## src/rtl/bridge_fault_diag.sv

```systemverilog
module bridge_fault_diag #(
  parameter int NB            = 2,
  parameter int BLANK_CYC     = 3,
  parameter int WIN_END       = 8,
  parameter int SHORT_LIMIT   = 8,
  parameter int FLY_WIN       = 6,
  parameter int SETTLE_PULSES = 4
) (
  input  logic          clk,
  input  logic          rst_n,
  input  logic          standby,
  input  logic          telegram,
  input  logic          therm_alarm,
  input  logic          therm_shdn,
  input  logic [NB-1:0] sink_on,
  input  logic [NB-1:0] sink_oc,
  input  logic [NB-1:0] pwm_trip,
  input  logic [NB-1:0] src_ovl,
  input  logic [NB-1:0] phase_rev,
  input  logic [NB-1:0] low_cur,
  input  logic [NB-1:0] flyback,
  output logic [1:0]    err_code,
  output logic [NB-1:0] sink_force_off,
  output logic [NB-1:0] bridge_off,
  output logic          report_ones
);
  localparam int AW = $clog2(WIN_END + 1);
  localparam int SW = $clog2(SHORT_LIMIT + 1);
  localparam int FW = $clog2(FLY_WIN + 1);
  localparam int TW = $clog2(SETTLE_PULSES + 1);

  logic [NB-1:0] gnd_cls, sup_cls;

  for (genvar i = 0; i < NB; i++) begin : g_br
    logic [AW-1:0] age;
    logic [SW-1:0] scnt;
    logic [FW-1:0] wc;
    logic [TW-1:0] stl;
    logic act, det, sflag, ovl, watch, open_q;

    assign det = act && !sink_on[i] && sink_oc[i] && (age >= AW'(BLANK_CYC));

    always_ff @(posedge clk or negedge rst_n) begin
      if (!rst_n) begin
        age <= '0; act <= 1'b0; scnt <= '0; sflag <= 1'b0; ovl <= 1'b0;
        watch <= 1'b0; wc <= '0; open_q <= 1'b0; stl <= '0;
      end else if (standby) begin
        age <= '0; act <= 1'b0; scnt <= '0; sflag <= 1'b0; ovl <= 1'b0;
        watch <= 1'b0; wc <= '0; open_q <= 1'b0; stl <= '0;
      end else begin
        if (sink_on[i]) begin
          age <= AW'(1);
          act <= 1'b1;
        end else if (act) begin
          age <= age + AW'(1);
          act <= (age + AW'(1)) < AW'(WIN_END);
        end

        if (telegram)
          scnt <= det ? SW'(1) : '0;
        else if (det && scnt < SW'(SHORT_LIMIT))
          scnt <= scnt + SW'(1);

        if (det)              sflag <= 1'b1;
        else if (pwm_trip[i]) sflag <= 1'b0;

        if (src_ovl[i])    ovl <= 1'b1;
        else if (telegram) ovl <= 1'b0;

        if (pwm_trip[i] && stl < TW'(SETTLE_PULSES))
          stl <= stl + TW'(1);

        if (phase_rev[i] && !low_cur[i]) begin
          watch <= 1'b1;
          wc    <= FW'(1);
        end else if (watch) begin
          if (flyback[i]) begin
            watch  <= 1'b0;
            open_q <= 1'b0;
          end else if (wc == FW'(FLY_WIN)) begin
            watch  <= 1'b0;
            open_q <= 1'b1;
          end else begin
            wc <= wc + FW'(1);
          end
        end
      end
    end

    assign gnd_cls[i]        = ovl;
    assign sup_cls[i]        = sflag || (open_q && stl == TW'(SETTLE_PULSES));
    assign sink_force_off[i] = scnt == SW'(SHORT_LIMIT);
    assign bridge_off[i]     = ovl || therm_shdn;
  end

  assign err_code    = (therm_alarm || therm_shdn) ? 2'b00 :
                       (|gnd_cls)                  ? 2'b10 :
                       (|sup_cls)                  ? 2'b01 : 2'b11;
  assign report_ones = therm_shdn;
endmodule

```

## config.mk

```make
export PLATFORM = sky130hd
export DESIGN_NAME = bridge_fault_diag
export DESIGN_NICKNAME = d
export VERILOG_FILES = /design/src/rtl/bridge_fault_diag.sv
export SDC_FILE = /design/constraint.sdc
export NUM_CORES = 1
export LEC_CHECK = 0
export BUFFER_PORTS_ARGS = -buffer_cell sky130_fd_sc_hd__buf_2
export CAP_MARGIN = 20
export CORE_UTILIZATION = 40
export CTS_BUF_LIST = sky130_fd_sc_hd__clkbuf_8
export CTS_CLUSTER_SIZE = 24
export DETAILED_ROUTE_END_ITERATION = 6
export PLACE_DENSITY_LB_ADDON = 0.3
export SLEW_MARGIN = 5
export SYNTH_ARGS = -nofsm -noshare
export SYNTH_HDL_FRONTEND = slang
export SYNTH_SLANG_ARGS = --single-unit
```

## constraint.sdc

```tcl
create_clock -name clk -period 1.5 [get_ports clk]
set_input_delay 0.075 -clock clk [delete_from_list [all_inputs] [get_ports clk]]
set_output_delay 0.075 -clock clk [all_outputs]
set_load 0.02 [all_outputs]
```

==> flow_summary.json <==
{
  "cp-startpoint": "g_br[1].stl[0]$_DFFE_PN0P_",
  "cts_root_buffer": "clkbuf_8",
  "netlist_instances": 208,
  "grt.overflow.total": 0,
  "route.detailed.drc": 0,
  "ys_seq_area_share_pct": 45.7,
  "hp-class": "input port to flip-flop",
  "max_stage_delay_ns": 0.35,
  "rsz0062_at_grt": "yes",
  "die_w_um": 74.1,
  "area_delta_synth_final_pct": 22.1,
  "tns_ns": -0.0988,
  "fin_crit_sh_pct": 107,
  "cp.arrival_ns": 1.52,
  "first_pass_iters": 4,
  "htree_num_levels": 2,
  "ir_drop_uv": 541,
  "yosysWarningCount": 0,
  "hp-start": "sink_on[0]",
  "antenna_found_initial": 0,
  "syn_nets": 242,
  "cts_made_buffers": 5,
  "grt_max_degree": 39,
  "wl_per_cell_um": 13.0,
  "initial_utilization_pct": 42.7,
  "power_density_mw_per_mm2": 875,
  "regToRegEndpoint": "g_br[1].scnt[2]$_DFFE_PN0P_",
  "cp-end-kind": "primary output",
  "hold_viol": 0,
  "post-place-ws_ns": 0.0663,
  "fin_area_mm2": 0.00254,
  "status": "complete, but fails checks",
  "place.gp.congestion": 0.760,
  "maxCapViolations": 0,
  "hpwl_mm": 2.93,
  "grt_pass1_vias": 1567,
  "clock_latency_ns": 0.29,
  "rrSetupSlack_ns": 0.05,
  "port_buffers": 26,
  "cts_buffer_depth": 2,
  "ff_latch_area_um2": 951,
  "p_leak_nw": 1.13,
  "min_period_ns": 1.60,
  "endpoint": "err_code[1]",
  "fmax_mhz": 625,
  "setup_slack_ns": -0.0988,
  "fillers": 451,
  "die_h_um": 74.1,
  "max_slew_margin_pct": 67.7,
  "drt-vias-per-instance": 5.14,
  "final_cell_mix": "38 x dfrtp_1, 26 x buf_2, 19 x inv_1",
  "path_class": "flip-flop to primary output",
  "drt_iter0_markers": 57,
  "clock-sinks": 38,
  "power_mw": 2.22,
  "num_rows": 25,
  "syn_area_per_cell_um2": 10.0,
  "synth_area_mm2": 0.00208,
  "crit_path_top_delay_cell": "dfrtp_1",
  "violations": "negative setup slack",
  "r2r_cells": 5,
  "ant_nets": 0,
  "nNetsFinal": 286,
  "required_ns": 1.42,
  "drive_above_1_share_pct": 23.7,
  "placed_cell_area_mm2": 0.00233,
  "start_kind": "flip-flop",
  "worst_pin_slew_ns": 0.484,
  "ys_ff_latch": 38,
  "num_io_pins": 27,
  "synth_cell_type_count": 39,
  "path_cells": "inv_1, ha_2, a311oi_2, a211oi_1, nor3_1, buf_2",
  "dieArea_mm2": 0.00550,
  "cts_tree": "yes",
  "layout_commonest_cell": "dfrtp_1",
  "coreArea_mm2": 0.00488,
  "grtUsageTotal_pct": 16.7,
  "final.setup_skew_ns": 0.00456,
  "antenna_cells": 0,
  "setup_viol_count_final": 1,
  "path_clk_slew_ns": 0.08,
  "cp_max_fo": 2,
  "slew_viol_final": 0,
  "stdcell_count": 320,
  "place_inst": 304,
  "postRouteWirelength_mm": 4.16,
  "grt_pass1_wl_mm": 6.86,
  "regToRegStartpoint": "g_br[1].age[0]$_DFFE_PN0P_",
  "multiInputGateArea_mm2": 0.00105,
  "routed-via-count": 1644
}
==> kinds of logic (layout without fill, tap and decap cells) <==
family          after synthesis  count (layout)  share of synthesized area (%)
mux                           4               4                           1.92
compound gates               50              50                           15.5
flops                        38              38                           45.7
fa+ha+maj                    14              14                           8.41
simple gates                 69              69                           20.3
xor+xnor                      8               8                           3.37
buf+inv                      25              70                           4.81
==> report_power, final <==
part	switching, mW	internal, mW	total [mW]
Clock	0.378	0.494	0.873
Combinational	0.141	0.120	0.260
Sequential	0.0327	1.06	1.09
Total	0.552	1.67	2.22
==> cell type report <==
cell class,instances,share of cell area [%]
multi-input combinational,145,41.4
timing repair buffer,43,10.6
clock inverter,3,1.77
sequential,38,37.4
clock buffer,5,2.71
tap,67,3.30
inverter,19,2.81
==> how the worst min path moves through the flow <==
stage | depth (start not counted) | to
2_1_floorplan | 0 | g_br[0].act$_DFF_PN0_
5_1_grt | 2 | g_br[0].age[2]$_DFFE_PN0P_
3_5_place_dp | 2 | g_br[1].wc[1]$_DFFE_PN0P_
4_1_cts | 2 | g_br[0].age[2]$_DFFE_PN0P_
3_3_place_gp | 2 | g_br[1].wc[1]$_DFFE_PN0P_
6_report | 2 | g_br[0].age[2]$_DFFE_PN0P_
==> cells in the mapped netlist <==
master | instances | area share (%)
o21ai_0 | 6 | 1.4
and4_2 | 1 | 0.48
or3_1 | 7 | 2.1
xor2_1 | 4 | 1.7
buf_1 | 2 | 0.36
inv_1 | 19 | 3.4
nor3_1 | 10 | 2.4
nand3_1 | 3 | 0.72
o31ai_1 | 4 | 1.4
o21bai_1 | 2 | 0.72
o21a_1 | 8 | 2.9
ha_1 | 14 | 8.4
nand4_1 | 2 | 0.60
nand4bb_4 | 2 | 2.6
nand4b_1 | 2 | 0.84
and4_1 | 1 | 0.42
buf_4 | 1 | 0.36
and2_1 | 2 | 0.60
nor2b_1 | 2 | 0.60
nor3b_1 | 2 | 0.72
nor4_1 | 2 | 0.60
nor2_1 | 15 | 2.7
a311oi_1 | 3 | 1.3
nand2_1 | 6 | 1.1
nand2b_1 | 6 | 1.8
or3_2 | 1 | 0.36
buf_2 | 2 | 0.48
mux2i_1 | 4 | 1.9
o211ai_1 | 2 | 0.72
xnor2_1 | 4 | 1.7
or4_1 | 2 | 0.72
a21oi_1 | 16 | 3.8
o32a_2 | 1 | 0.54
a31oi_1 | 6 | 1.8
or2_2 | 3 | 0.90
a211oi_1 | 1 | 0.36
clkbuf_1 | 1 | 0.18
dfrtp_1 | 38 | 46
o32a_1 | 1 | 0.48
==> flip-flops by register name, summed over array words and instances, names as in the netlist <==
| signal | count |
|---|---|
| g_br.age | 8 |
| g_br.scnt | 8 |
| g_br.stl | 6 |
| g_br.wc | 6 |
| g_br.act | 2 |
| g_br.open_q | 2 |
| g_br.ovl | 2 |
| g_br.sflag | 2 |
| g_br.watch | 2 |
==> through the flow <==
| stage | util [%] | hold WS (ns) |
|---|---|---|
| floorplan | - | -0.221 |
| global placement | 47.8 | 0.160 |
| detailed placement | 47.8 | 0.160 |
| CTS | 51.7 | 0.0335 |
| global route | 52.1 | 0.0440 |
| finish | 52.1 | 0.0476 |
==> timing repair <==
action,4_1_cts,5_1_grt
hold buffers,5,0
resized for setup,2,6
endpoints found under the hold margin,42,0
buffers inserted,2,1
endpoints found under the setup margin,1,6
pin swaps,0,3
==> per-layer routing <==
metal  vias up  routed length [µm]  share of wire [%]  global-route usage (%)
met5         -                   0                  0                       0
met4         0                  35               0.84                    4.49
met3         5                 135                3.2                    5.01
met1       784                1950                 47                    20.0
li1        831                   -                  -                       -
met2        24                2040                 49                    29.1
==> critical path, delay by kind of cell (launching register included) <==
kind / cells / cell delay, ns
adder cells (fa/ha/maj): 1 / 0.18
flip-flops: 1 / 0.35
buffers and inverters: 2 / 0.24
AND/OR/NAND/NOR: 1 / 0.12
AO/OA/AOI/OAI: 2 / 0.35
Note: power is estimated with default switching activity, not from simulation.
